$ cat config.mk
export PLATFORM = sky130hd
export DESIGN_NAME = inorder_scoreboard
export DESIGN_NICKNAME = d
export VERILOG_FILES = /design/src/rtl/inorder_scoreboard.sv
export SDC_FILE = /design/constraint.sdc
export NUM_CORES = 1
export LEC_CHECK = 0
export BUFFER_PORTS_ARGS = -buffer_cell sky130_fd_sc_hd__buf_2
export CAP_MARGIN = 20
export CORE_ASPECT_RATIO = 1.75
export CORE_MARGIN = 2
export CORE_UTILIZATION = 55
export DETAILED_ROUTE_END_ITERATION = 7
export GPL_TIMING_DRIVEN = 1
export PLACE_DENSITY = 0.88
export SLEW_MARGIN = 25
export SYNTH_ARGS = -nofsm -noshare
export SYNTH_HDL_FRONTEND = slang
export SYNTH_SLANG_ARGS = --single-unit
$ cat constraint.sdc
create_clock -name clk -period 9.3 [get_ports clk]
set_clock_uncertainty 0.05 [all_clocks]
set_input_delay 1.86 -clock clk [delete_from_list [all_inputs] [get_ports clk]]
set_output_delay 1.86 -clock clk [all_outputs]
set_load 0.01 [all_outputs]
$ cat src/rtl/inorder_scoreboard.sv
module inorder_scoreboard #(
  parameter int NUM_REGS  = 32,
  parameter int NUM_UNITS = 4,
  localparam int REG_W  = $clog2(NUM_REGS),
  localparam int UNIT_W = $clog2(NUM_UNITS)
) (
  input  logic                 clk,
  input  logic                 rst_n,
  input  logic                 iss_valid,
  input  logic [UNIT_W-1:0]    iss_unit,
  input  logic [REG_W-1:0]     iss_dst,
  input  logic                 iss_src_a_use,
  input  logic [REG_W-1:0]     iss_src_a,
  input  logic                 iss_src_b_use,
  input  logic [REG_W-1:0]     iss_src_b,
  input  logic                 wb_valid,
  input  logic [REG_W-1:0]     wb_reg,
  input  logic [NUM_UNITS-1:0] unit_done,
  output logic                 stall,
  output logic                 dispatch,
  output logic [NUM_UNITS-1:0] unit_busy,
  output logic [NUM_REGS-1:0]  reg_pending
);

  logic unit_hit, raw_a, raw_b, waw;
  logic [NUM_REGS-1:0]  pend_set, pend_clr;
  logic [NUM_UNITS-1:0] busy_set;

  assign unit_hit = unit_busy[iss_unit];
  assign raw_a    = iss_src_a_use & reg_pending[iss_src_a];
  assign raw_b    = iss_src_b_use & reg_pending[iss_src_b];
  assign waw      = reg_pending[iss_dst];

  assign stall    = iss_valid & (unit_hit | raw_a | raw_b | waw);
  assign dispatch = iss_valid & ~stall;

  assign pend_set = dispatch ? (NUM_REGS'(1) << iss_dst) : '0;
  assign pend_clr = wb_valid ? (NUM_REGS'(1) << wb_reg) : '0;
  assign busy_set = dispatch ? (NUM_UNITS'(1) << iss_unit) : '0;

  always_ff @(posedge clk) begin
    if (!rst_n) begin
      unit_busy   <= '0;
      reg_pending <= '0;
    end else begin
      unit_busy   <= (unit_busy & ~unit_done) | busy_set;
      reg_pending <= (reg_pending & ~pend_clr) | pend_set;
    end
  end

endmodule

== Word-level counts from Yosys, hierarchy flattened ==
Cells that the tools add are included.

* $lt $le $gt $ge: 4
* Shift operators: 3
* Multiplexer cells: 11
* Bitwise gates (word level): 14

{| class="wikitable"
|+ Operator list
! operator !! count
|-
| 2-to-1 mux 32 bit || 2
|-
| left shift 1 x 5 -> 32 bit (first input constant) || 2
|-
| AND 32 bit || 1
|-
| NOT 32 bit || 1
|-
| OR 32 bit || 1
|-
| less-than comparator 5 x 6 -> 1 bit (second input constant) || 3
|-
| binary-select mux 1 bit (select 5 bit) || 3
|-
| AND 1 bit || 4
|-
| AND 4 bit || 1
|-
| 2-to-1 mux 1 bit || 4
|-
| 2-to-1 mux 4 bit || 1
|-
| NOT 4 bit || 1
|-
| OR 4 bit || 1
|-
| left shift 1 x 2 -> 4 bit (first input constant) || 1
|-
| less-than comparator 2 x 3 -> 1 bit (second input constant) || 1
|-
| OR 1 bit || 3
|-
| binary-select mux 1 bit (select 2 bit) || 1
|-
| NOT 1 bit || 1
|}

* Flip-flop bits (word level): 36
* Input bits: 32
* Output and inout bits: 38
* Logic and storage cells: 34

== Longest topological paths before layout ==
Gate-level depths: netlist of the first run.

* Depth in word-level cells: 11
* Depth in mapped cells: 8
* Gate-level depth less buffers: 6

== Worst setup path before layout of the first run ==
OpenSTA, ideal clock, no wires.

* Path type: input to output
* From: input iss_src_b[1]
* To: output dispatch
* Data arrival time: 3.690 ns
* Required time: 7.390 ns
* Setup slack: 3.700 ns
* Stages: 8
* Buffers on the path: 2
* Path through: clkbuf_1 -> mux4_2 -> mux2i_1 -> mux2i_1 -> o211ai_1 -> nand4_4 -> buf_6 -> inv_1

* Longest elaborated chain between the ends: 8

{| class="wikitable"
|+ RTL lines
! element !! RTL line !! source
|-
| start, declared || 15 || <nowiki>input logic [REG_W-1:0] iss_src_b,</nowiki>
|-
| binary-select mux 1 bit (select 5 bit) || 31 || <nowiki>assign raw_b = iss_src_b_use & reg_pending[iss_src_b];</nowiki>
|-
| 2-to-1 mux 1 bit (implied by the code) || 31 ||
|-
| AND 1 bit || 31 ||
|-
| OR 1 bit (2 in a row) || 34 || <nowiki>assign stall = iss_valid & (unit_hit | raw_a | raw_b | waw);</nowiki>
|-
| AND 1 bit || 34 ||
|-
| NOT 1 bit || 35 || <nowiki>assign dispatch = iss_valid & ~stall;</nowiki>
|-
| AND 1 bit || 35 ||
|-
| end, declared || 20 || <nowiki>output logic dispatch,</nowiki>
|}

No other way between the ends. The select of a mux whose other input is x is not followed.

== Final worst setup path of the first run ==
* From: input iss_dst[0]
* To: output dispatch

* Longest elaborated chain between the ends: 6

{| class="wikitable"
|+ RTL lines
! element !! RTL line !! source
|-
| start, declared || 11 || <nowiki>input logic [REG_W-1:0] iss_dst,</nowiki>
|-
| binary-select mux 1 bit (select 5 bit) || 32 || <nowiki>assign waw = reg_pending[iss_dst];</nowiki>
|-
| 2-to-1 mux 1 bit (implied by the code) || 32 ||
|-
| OR 1 bit || 34 ||
|-
| AND 1 bit || 34 ||
|-
| NOT 1 bit || 35 ||
|-
| AND 1 bit || 35 ||
|}

No other way between the ends. The select of a mux whose other input is x is not followed.

==> results.tsv, run 1 <==
stage	metric	value	unit
cts	CTS H-Tree Depth	2	
floorplanning	Die H	94.25	um
min_path	Hold EP	unit_busy[2]	
worst_setup_path	reg2reg setup slack	6.52	ns
synth	Synth top area share	28.15	%
cts	worst skew pair latency	0.29	ns
timing	crit share post-route	66.30	%
cts	Hold-fix buffers, CTS	0	
worst_setup_path	CP required	7.39	ns
drt	drt wl/cell	21.62	um
synth	sequential share of the synthesized area	28.15	%
drt	drt drc	0	
timing	setup TNS	0	ns
worst_setup_path	Worst R2R Start	reg_pending[10]	
global_route	GRT Util Overall	29.90	%
floorplanning	starting density of the core	57.60	%
synth	Post-Syn Nets	274	
worst_setup_path	data arrival time of the worst path	4.26	ns
global_route	first-pass GRT wire length	12.01	mm
synth	Mapped Cells	242	
floorplanning	die area	0.005237	mm^2
min_path	Hold Crit Class	register to register	
timing	unrepaired setup endpoints after global routing	no	
worst_setup_path	Worst setup EP type	primary output	
drt	via/cell ratio	7.267	
placed_design	hpwl dp	5.559	mm
synth	main area contributors after synthesis	dfxtp_1 28%, mux4_2 15%, mux4_1 7.2%, o31ai_1 6.7%, o211ai_1 5.6%	
timing	count of final setup violators	0	
flow_run	# Max-Cap Violations	0	
cts	Max clock buf depth	2	
synth	library cells used by synthesis	39	
floorplanning	IO Pins	70	
drt	Pre-Repair DR Iteration Count	6	
global_route	antenna violations before repair	0	
timing	Max Transition Viols Final	0	
placed_design	I/O Buffers	69	
worst_setup_path	FF-to-FF path depth	6	
timing	min cycle time layout	6.166	ns
cts	CTS Buf Count	5	
final_layout	share of layout cells above drive strength 1	33.45	%
pwr	Peak VDD IR	101.9	uV
worst_setup_path	WS Path Type	input pin to primary output	
outcome	status	complete, no violations	
drt	Iter 0 DRT Violations	135	
synth	Yosys top cell by area	dfxtp_1	
final_layout	most common cell after layout, fill and taps aside	buf_2	
worst_setup_path	maximum fanout along the worst path	37	
placed_design	Placed Area	0.002786	mm^2
min_path	HP Start	unit_busy[2]	
drt	drt total wl	7.438	mm
cts	Root Driver	clkbuf_8	
drt	antenna viol nets, final	0	
final_layout	most frequent cells in the layout	69 x buf_2, 36 x dfxtp_1, 23 x o31ai_1, 19 x o211ai_1, 19 x nand3_1	
floorplanning	core area	0.004444	mm^2
timing	Setup WS post-layout	3.134	ns
cts	cts repair resizes	0	
timing	worst slew pin tran	0.7172	ns
timing	Slew headroom	52.19	%
worst_setup_path	Critical Path Start Type	input pin	
synth	yosys warns	0	
final_layout	final design area excluding fillers	0.002864	mm^2
global_route	Remaining Overflow, GRT	0	
global_route	largest net degree at the start of global routing	46	
timing	final number of hold-violating endpoints	0	
global_route	vias in the first global route	2456	
floorplanning	Die Wd	55.57	um
synth	Yosys reg bits	36	
floorplanning	# rows	32	
placed_design	Placed Cells	337	
placed_design	RD Place Congestion	0.8940	
final_layout	Final Instance Count excl. Fillers	344	
pwr	PwrDens	110.7	mW/mm^2
synth	netlist area before placement	0.002560	mm^2
synth	Post-Syn Area per Cell	10.58	um^2
cts	Sink Count	36	
worst_setup_path	reg-to-reg endpoint	reg_pending[28]	
final_layout	area grow syn2layout	11.88	%
final_layout	Final #Nets	325	
placed_design	worst slack at placement	3.144	ns
final_layout	ant diodes	0	
cts	CTS tree	built	
cts	clk slew on worst S/H paths	0.06	ns
cts	# Post-CTS Setup Buffers	0	
min_path	Hold Crit Depth	2	
drt	vias	2500	
final_layout	Finished Core Util	64.44	%
pwr	leakage power	1.169	nW
timing	Fmax	162.2	MHz
sequential cells by signal, indices dropped and copies added (netlist names):
register	flops
reg_pending	32
unit_busy	4
area by class of cell:
type | instances | area, um^2
repair buffers | 69 | 345.3
multi-input cells | 177 | 1642
flip-flops and latches | 36 | 720.7
clock inverters | 1 | 5.005
fillers | 382 | 1580
inverters | 4 | 15.01
well taps | 51 | 63.81
clock buffers | 6 | 72.57
how the worst max path moves through the flow:
| stage | start | to | slack (ns) | cells past startpoint |
|---|---|---|---|---|
| 4_1_cts | iss_dst[0] | dispatch | 3.13 | 8 |
| 2_1_floorplan | iss_src_b[1] | dispatch | 3.70 | 8 |
| 5_1_grt | iss_dst[0] | dispatch | 2.93 | 8 |
| 3_5_place_dp | iss_dst[0] | dispatch | 3.14 | 8 |
| 6_report | iss_dst[0] | dispatch | 3.13 | 8 |
| 3_3_place_gp | iss_src_a[1] | dispatch | 3.30 | 8 |
routing by layer:
| metal | GRT usage, % | wire length (um) | up-vias |
|---|---|---|---|
| met1 | 33.36 | 2497 | 1181 |
| met3 | 4.408 | 603 | 44 |
| met5 | 0 | 0 | - |
| li1 | - | - | 1090 |
| met2 | 50.50 | 3867 | 185 |
| met4 | 22.97 | 469 | 0 |
synthesized netlist by cell type (all sizes together):
master,n
o211ai,19
o21ai,5
nor3,3
o311ai,6
o41ai,8
and2b,1
mux4,24
nor2b,8
nand2,15
dfxtp,36
a31oi,3
a2bb2oi,1
nor2,7
dlygate4sd1,1
mux2,1
inv,4
nand3,19
buf,10
a22oi,1
a221o,1
nand4b,1
nand2b,5
clkbuf,13
nor3b,1
o31ai,24
a32oi,1
bufbuf,1
mux2i,11
nand4,4
o21bai,1
nand3b,7
stage by stage:
step                hold WS [ns]  total power, W
finish                    0.4710       0.0003171
global route              0.5262       0.0003294
CTS                       0.4759       0.0003181
detailed placement        0.4650       0.0002155
global placement          0.4398       0.0002140
floorplan                 0.4658       0.0002035
critical path: stages:
cell,delay [ns]
buf_2,0.36
mux4_2,0.59
nor3_1,0.18
o21bai_1,0.08
a31oi_1,0.36
nand4_4,0.50
inv_1,0.15
buf_2,0.14
cells by family (layout without fill, tap and decap cells):
kind of cell / count (synthesis) / after routing / synth area share, %
AO/OA/AOI/OAI: 70 / 70 / 21.70
flip-flops: 36 / 36 / 28.15
multiplexers: 36 / 36 / 26.88
AND/OR/NAND/NOR: 71 / 71 / 15.54
buffers and inverters: 29 / 80 / 7.722
power by group:
group	internal (W)	switching, W
Clock	0.0000509	0.0000533
Combinational	0.0000197	0.0000353
Sequential	0.000156	0.00000215
Total	0.000226	0.0000907
No activity file was read; power rests on OpenSTA's default activity.
==> run 2: changes to the inputs <==
--- a/config.mk
+++ b/config.mk
@@ -5,14 +5,15 @@
 export SDC_FILE = /design/constraint.sdc
 export NUM_CORES = 1
 export LEC_CHECK = 0
+export ABC_AREA = 1
 export BUFFER_PORTS_ARGS = -buffer_cell sky130_fd_sc_hd__buf_2
 export CAP_MARGIN = 20
 export CORE_ASPECT_RATIO = 1.75
 export CORE_MARGIN = 2
-export CORE_UTILIZATION = 55
+export CORE_UTILIZATION = 54
 export DETAILED_ROUTE_END_ITERATION = 7
 export GPL_TIMING_DRIVEN = 1
-export PLACE_DENSITY = 0.88
+export PLACE_DENSITY = 0.85
 export SLEW_MARGIN = 25
 export SYNTH_ARGS = -nofsm -noshare
 export SYNTH_HDL_FRONTEND = slang
==> constraint.sdc (replaced) <==
create_clock -name clk -period 6 [get_ports clk]
set_clock_uncertainty 0.05 [all_clocks]
set_input_delay 1.2 -clock clk [delete_from_list [all_inputs] [get_ports clk]]
set_output_delay 1.2 -clock clk [all_outputs]
set_load 0.01 [all_outputs]
==> results.tsv, run 2 <==
stage	metric	value	unit	change
pwr	PwrDens	171.6	mW/mm^2	was 110.7 mW/mm^2
synth	asr flop ratio synth	0	%	unchanged
cts	Max clock buf depth	2		unchanged
global_route	Remaining Overflow, GRT	0		unchanged
drt	met2 WL	5.035	mm	was 3.867 mm
placed_design	hpwl dp	7.454	mm	was 5.559 mm
global_route	GRT Util Overall	32.16	%	was 29.90%
floorplanning	# rows	35		was 32
floorplanning	die area	0.006025	mm^2	was 0.005237 mm^2
cts	CTS Buf Count	5		unchanged
synth	Mapped Cells	501		was 242
drt	drt wl/cell	16.36	um	was 21.62 um
timing	Max Transition Viols Final	0		unchanged
timing	min cycle time layout	4.479	ns	
cts	CTS H-Tree Depth	2		unchanged
timing	final number of hold-violating endpoints	0		unchanged
min_path	Hold Crit Class	register to register		unchanged
synth	Yosys reg bits	36		unchanged
global_route	first-pass GRT wire length	14.95	mm	was 12.01 mm
pwr	Peak VDD IR	141.9	uV	was 101.9 uV
final_layout	max reg flops	32		unchanged
synth	Synth top area share	24.72	%	was 28.15%
placed_design	worst slack at placement	1.550	ns	was 3.144 ns
timing	crit share post-route	74.65	%	
synth	netlist area before placement	0.002915	mm^2	was 0.002560 mm^2
synth	Post-synth EDFFs	0		unchanged
synth	synth cell count leaders	134 x nand2_1, 67 x nand3_1, 50 x a21oi_1		was 36 x dfxtp_1, 23 x o31ai_1, 19 x nand3_1, 19 x o211ai_1, 17 x mux4_2
synth	Post-Syn Area per Cell	5.819	um^2	was 10.58 um^2
placed_design	I/O Buffers	69		unchanged
timing	Setup WS post-layout	1.521	ns	was 3.134 ns
timing	unrepaired setup endpoints after global routing	no		unchanged
synth	yosys warns	0		unchanged
worst_setup_path	CP required	4.75	ns	was 7.39 ns
floorplanning	starting density of the core	55.48	%	was 57.60%
cts	CTS tree	built		unchanged
worst_setup_path	Crit-path slowest cell	nor2_8		was mux4_2
timing	worst slew pin tran	0.9757	ns	was 0.7172 ns
drt	met1 WL	3.526	mm	was 2.497 mm
cts	worst skew pair latency	0.29	ns	about the same
final_layout	Final #Nets	575		was 325
global_route	largest net degree at the start of global routing	39		was 46
drt	met3 routed WL	580	um	was 603 um
worst_setup_path	Max stage delay on crit path	0.43	ns	was 0.59 ns
final_layout	largest register by flop count	reg_pending		unchanged
final_layout	most common cell after layout, fill and taps aside	nand2_1		was buf_2
synth	count leader, synth	nand2_1		was dfxtp_1
drt	drt drc	0		unchanged
worst_setup_path	maximum fanout along the worst path	37		unchanged
worst_setup_path	Critical Path Start Type	input pin		unchanged
worst_setup_path	Critical Path, Cell by Cell	buf_2 -> inv_2 -> nand2_1 -> nand2_1 -> nand2_1 -> nand3_1 -> nand3_1 -> nand2_1 -> nand2_1 -> nand3_2 -> nor2_8 -> nand2_1 -> nand2_1 -> inv_1 -> buf_2		was buf_2 -> mux4_2 -> nor3_1 -> o21bai_1 -> a31oi_1 -> nand4_4 -> inv_1 -> buf_2
final_layout	top flop regs	reg_pending: 32 flops, unit_busy: 4 flops		unchanged
cts	Sink Count	36		unchanged
outcome	status	complete, no violations		unchanged
timing	Slew headroom	34.55	%	was 52.19%
drt	drt total wl	9.784	mm	was 7.438 mm
floorplanning	IO Pins	70		unchanged
worst_setup_path	Worst setup EP type	primary output		unchanged
worst_setup_path	WS Path Type	input pin to primary output		unchanged
flow_run	# Max-Cap Violations	0		unchanged
timing	Hold WS	0.4424	ns	was 0.4710 ns
drt	top sig layer	met4		unchanged
cts	clk slew on worst S/H paths	0.07	ns	was 0.06 ns
cts	Hold-fix buffers, CTS	0		unchanged
timing	Fmax	223.3	MHz	
pwr	total power after layout	0.0005528	W	was 0.0003171 W
floorplanning	Die Wd	59.54	um	was 55.57 um
cts	cts repair resizes	0		unchanged
final_layout	share of layout cells above drive strength 1	15.65	%	was 33.45%
synth	sequential share of the synthesized area	24.72	%	was 28.15%
final_layout	most frequent cells in the layout	134 x nand2_1, 69 x buf_2, 67 x nand3_1, 50 x a21oi_1, 43 x o21ai_0		was 69 x buf_2, 36 x dfxtp_1, 23 x o31ai_1, 19 x o211ai_1, 19 x nand3_1
cts	# Post-CTS Setup Buffers	0		unchanged
synth	main area contributors after synthesis	dfxtp_1 25%, nand2_1 17%, nand3_1 12%, a21oi_1 8.6%, nand4_1 8.6%		was dfxtp_1 28%, mux4_2 15%, mux4_1 7.2%, o31ai_1 6.7%, o211ai_1 5.6%
final_layout	ant diodes	0		unchanged
floorplanning	Die H	101.2	um	was 94.25 um
floorplanning	core area	0.005255	mm^2	was 0.004444 mm^2
synth	Yosys top cell by area	dfxtp_1		unchanged
synth	main flop type after synthesis	dfxtp_1		unchanged
global_route	vias in the first global route	3258		was 2456
worst_setup_path	CP dominant cell by count	nand2_1		was buf_2
drt	vias	3717		was 2500
drt	antenna viol nets, final	0		unchanged
timing	setup TNS	0	ns	unchanged
timing	count of final setup violators	0		unchanged
global_route	antenna violations before repair	0		unchanged
pwr	leakage power	1.413	nW	was 1.169 nW
synth	library cells used by synthesis	24		was 39
drt	via/cell ratio	6.216		was 7.267
cts	Root Driver	clkbuf_8		unchanged
worst_setup_path	data arrival time of the worst path	3.23	ns	was 4.26 ns
final_layout	area grow syn2layout	10.52	%	was 11.88%
placed_design	RD Place Congestion	0.9386		was 0.8940
synth	Post-Syn Nets	533		was 274
drt	Iter 0 DRT Violations	254		was 135
drt	Pre-Repair DR Iteration Count	5		was 6
run 2: logic make-up (layout without fill, tap and decap cells):
logic type             after synthesis  count (layout)  share of synthesized area [%]
and+or+nand+nor                    286             286                          44.72
buffers and inverters               75             117                          12.40
AOI/OAI and AO/OA                  104             104                          18.15
DFF                                 36              36                          24.72
run 2: layer usage:
layer  up-vias  track usage (%)
met5         -                0
met3        55            2.554
met2       199            58.41
met1      1674            34.57
li1       1789                -
met4         0            19.66
run 2: final cells by class:
type | instances | area [um^2]
fill | 537 | 2033
multi-input combinational | 390 | 1833
sequential | 36 | 720.7
timing repair buffer | 70 | 352.8
inverter | 40 | 150.1
clock buffer | 7 | 96.34
tap | 55 | 68.82
run 2: final timing paths:
check	start	end	slack, ns	cells past startpoint
max reg2reg	reg_pending[5]	reg_pending[30]	4.00	11
max	iss_dst[0]	stall	1.52	15
min	unit_busy[3]	unit_busy[3]	0.44	2
min reg2reg	unit_busy[3]	unit_busy[3]	0.44	2
run 2: report_power, final:
group / total (W) / switching (W) / internal (W) / leakage [nW]
Sequential: 0.000245 / 0.00000345 / 0.000242 / 0.290
Combinational: 0.000122 / 0.0000893 / 0.0000322 / 1.07
Clock: 0.000186 / 0.0000839 / 0.000102 / 0.0503
run 2: through the flow:
stage | utilization, % | cell area (um^2) | std cells
after detailed placement | 59.48 | 3126 | 591
final | 61.31 | 3222 | 598
after global placement | 59.48 | 3126 | 591
after floorplan | - | 2915 | 501
after CTS | 61.31 | 3222 | 598
after global routing | 61.31 | 3222 | 598
run 2: worst max-delay path, delay by kind of cell:
family / cells / cell delay (ns)
simple gates: 11 / 1.30
buf+inv: 4 / 0.71
==> run 3: changes to the inputs <==
--- a/config.mk
+++ b/config.mk
@@ -5,15 +5,15 @@
 export SDC_FILE = /design/constraint.sdc
 export NUM_CORES = 1
 export LEC_CHECK = 0
-export ABC_AREA = 1
+export ABC_AREA = 0
 export BUFFER_PORTS_ARGS = -buffer_cell sky130_fd_sc_hd__buf_2
 export CAP_MARGIN = 20
 export CORE_ASPECT_RATIO = 1.75
 export CORE_MARGIN = 2
-export CORE_UTILIZATION = 54
+export CORE_UTILIZATION = 53
 export DETAILED_ROUTE_END_ITERATION = 7
 export GPL_TIMING_DRIVEN = 1
-export PLACE_DENSITY = 0.85
+export PLACE_DENSITY = 0.86
 export SLEW_MARGIN = 25
 export SYNTH_ARGS = -nofsm -noshare
 export SYNTH_HDL_FRONTEND = slang
==> constraint.sdc (replaced) <==
create_clock -name clk -period 4.2 [get_ports clk]
set_clock_uncertainty 0.05 [all_clocks]
set_input_delay 0.84 -clock clk [delete_from_list [all_inputs] [get_ports clk]]
set_output_delay 0.84 -clock clk [all_outputs]
set_load 0.01 [all_outputs]
==> results.tsv, run 3 (synthesis results as in run 1) <==
stage	metric	value	unit	change
outcome	status	complete, no violations		unchanged
drt	Iter 0 DRT Violations	131		was 254
cts	CTS H-Tree Depth	2		unchanged
global_route	first-pass GRT wire length	11.55	mm	was 14.95 mm
drt	drt total wl	7.359	mm	was 9.784 mm
placed_design	RD Place Congestion	0.8803		was 0.9386
floorplanning	Die H	95.94	um	was 101.2 um
floorplanning	die area	0.005424	mm^2	was 0.006025 mm^2
timing	crit share post-route	87.06	%	
timing	Fmax	273.5	MHz	
cts	Root Driver	clkbuf_8		unchanged
final_layout	Final #Nets	326		was 575
timing	worst slew pin tran	0.7341	ns	was 0.9757 ns
final_layout	Finished Core Util	62.22	%	was 61.31%
global_route	largest net degree at the start of global routing	46		was 39
min_path	Hold Crit Depth	2		unchanged
cts	# Post-CTS Setup Buffers	0		unchanged
pwr	leakage power	1.188	nW	was 1.413 nW
worst_setup_path	Critical Path Start Type	input pin		unchanged
global_route	vias in the first global route	2316		was 3258
floorplanning	starting density of the core	54.87	%	was 55.48%
timing	Max Transition Viols Final	0		unchanged
worst_setup_path	CP required	3.31	ns	was 4.75 ns
cts	cts repair resizes	0		unchanged
worst_setup_path	CP dominant cell by count	buf_2		was nand2_1
timing	count of final setup violators	0		unchanged
cts	CTS tree	built		unchanged
cts	worst skew pair latency	0.29	ns	about the same
cts	Max clock buf depth	2		unchanged
placed_design	worst slack at placement	0.5845	ns	was 1.550 ns
placed_design	I/O Buffers	69		unchanged
timing	min cycle time layout	3.657	ns	
worst_setup_path	Critical Path, Cell by Cell	buf_2 -> mux4_2 -> mux2i_1 -> a32oi_1 -> a31oi_1 -> nand4_4 -> inv_1 -> buf_2		was buf_2 -> inv_2 -> nand2_1 -> nand2_1 -> nand2_1 -> nand3_1 -> nand3_1 -> nand2_1 -> nand2_1 -> nand3_2 -> nor2_8 -> nand2_1 -> nand2_1 -> inv_1 -> buf_2
cts	Hold-fix buffers, CTS	0		unchanged
final_layout	ant diodes	0		unchanged
drt	via/cell ratio	7.110		was 6.216
pwr	PwrDens	267.3	mW/mm^2	was 171.6 mW/mm^2
final_layout	largest register by flop count	reg_pending		unchanged
final_layout	top flop regs	reg_pending: 32 flops, unit_busy: 4 flops		unchanged
floorplanning	Die Wd	56.54	um	was 59.54 um
drt	drt wl/cell	21.21	um	was 16.36 um
pwr	Peak VDD IR	327.1	uV	was 141.9 uV
worst_setup_path	reg-to-reg endpoint	reg_pending[24]		was reg_pending[30]
worst_setup_path	Worst setup EP type	primary output		unchanged
worst_setup_path	maximum fanout along the worst path	19		was 37
timing	final number of hold-violating endpoints	0		unchanged
worst_setup_path	WS Path Type	input pin to primary output		unchanged
worst_setup_path	CP bufs+invs	3		was 4
floorplanning	IO Pins	70		unchanged
placed_design	Placed Area	0.002795	mm^2	was 0.003126 mm^2
min_path	HP Start	unit_busy[1]		was unit_busy[3]
drt	antenna viol nets, final	0		unchanged
final_layout	most common cell after layout, fill and taps aside	buf_2		was nand2_1
cts	clk slew on worst S/H paths	0.07	ns	about the same
global_route	antenna violations before repair	0		unchanged
cts	Sink Count	36		unchanged
placed_design	hpwl dp	5.406	mm	was 7.454 mm
worst_setup_path	Largest delay share family, worst path	multiplexers		was simple AND/OR/NAND/NOR gates
min_path	Hold EP	unit_busy[1]		was unit_busy[3]
final_layout	max reg flops	32		unchanged
global_route	Remaining Overflow, GRT	0		unchanged
timing	unrepaired setup endpoints after global routing	no		unchanged
floorplanning	core area	0.004666	mm^2	was 0.005255 mm^2
final_layout	final design area excluding fillers	0.002903	mm^2	was 0.003222 mm^2
worst_setup_path	Crit-path slowest cell	mux4_2		was nor2_8
final_layout	area grow syn2layout	13.39	%	was 10.52%
worst_setup_path	Worst R2R Start	reg_pending[10]		was reg_pending[5]
pwr	total power after layout	0.0007759	W	was 0.0005528 W
cts	CTS Buf Count	5		unchanged
worst_setup_path	reg2reg setup slack	1.65	ns	was 4.00 ns
drt	Pre-Repair DR Iteration Count	5		unchanged
min_path	Hold Crit Class	register to register		unchanged
final_layout	share of layout cells above drive strength 1	33.90	%	was 15.65%
floorplanning	# rows	33		was 35
timing	Setup WS post-layout	0.5434	ns	was 1.521 ns
final_layout	Fill cells	390		was 537
timing	setup TNS	0	ns	unchanged
worst_setup_path	FF-to-FF path depth	7		was 11
worst_setup_path	Max stage delay on crit path	0.55	ns	was 0.43 ns
worst_setup_path	data arrival time of the worst path	2.77	ns	was 3.23 ns
flow_run	# Max-Cap Violations	0		unchanged
final_layout	most frequent cells in the layout	69 x buf_2, 36 x dfxtp_1, 23 x o31ai_1, 19 x o211ai_1, 19 x nand3_1		was 134 x nand2_1, 69 x buf_2, 67 x nand3_1, 50 x a21oi_1, 43 x o21ai_0
global_route	GRT Util Overall	27.55	%	was 32.16%
timing	Slew headroom	51.06	%	was 34.55%
drt	drt drc	0		unchanged
drt	vias	2467		was 3717
==> run 3: cell count changes in the layout (fill, tap and decap cells not counted), sizes merged, moves of 11 or more <==
| cell | previous run | this run |
|---|---|---|
| a21oi | 51 | 0 |
| inv | 37 | 4 |
| mux2i | 0 | 11 |
| mux4 | 0 | 24 |
| nand2 | 134 | 15 |
| nand3 | 69 | 19 |
| nand4 | 40 | 4 |
| nor2 | 35 | 7 |
| o211ai | 0 | 19 |
| o21ai | 51 | 5 |
| o31ai | 0 | 24 |
==> run 3: layout make-up <==
class	count	area [um^2]	share of cell area [%]
Inverter	4	15.01	0.5172
Multi-Input combinational cell	177	1642	56.55
Tap cell	52	65.06	2.241
Timing Repair Buffer	70	352.8	12.16
Sequential cell	36	720.7	24.83
Clock buffer	6	72.57	2.500
Clock inverter	2	35.03	1.207
==> run 3: per-layer routing <==
metal | up-vias | routed length [um] | global-route usage, %
li1 | 1096 | - | -
met1 | 1171 | 2533 | 31.20
met2 | 169 | 3912 | 49.03
met3 | 31 | 609 | 3.360
met4 | 0 | 304 | 16.27
met5 | - | 0 | 0
==> run 3: worst min-delay path, delay by kind of cell (launching register included) <==
| kind | cells | cell delay (ns) |
|---|---|---|
| AND/OR/NAND/NOR | 1 | 0.08 |
| flip-flops | 1 | 0.32 |
| AO/OA/AOI/OAI | 1 | 0.07 |
==> run 3: where the power goes <==
| group | leakage, nW | internal, W | switching (W) |
|---|---|---|---|
| clock network | 0.0552 | 0.000176 | 0.000126 |
| logic | 0.842 | 0.0000448 | 0.0000789 |
| registers | 0.290 | 0.000345 | 0.00000483 |
==> run 3: through the flow <==
step,hold slack [ns],std cells
after detailed placement,0.4603,339
after CTS,0.4706,347
after floorplan,0.4658,242
final,0.4717,347
after global placement,0.4381,339
after global routing,0.4994,347
==> run 3: how the worst max path moves through the flow <==
stage | start | to | slack (ns) | cells past startpoint
2_1_floorplan | iss_src_b[1] | dispatch | 0.64 | 8
3_3_place_gp | iss_src_a[1] | dispatch | 0.65 | 8
3_5_place_dp | iss_dst[0] | dispatch | 0.58 | 8
4_1_cts | iss_dst[1] | dispatch | 0.58 | 8
5_1_grt | iss_dst[0] | dispatch | 0.45 | 8
6_report | iss_dst[1] | dispatch | 0.54 | 8
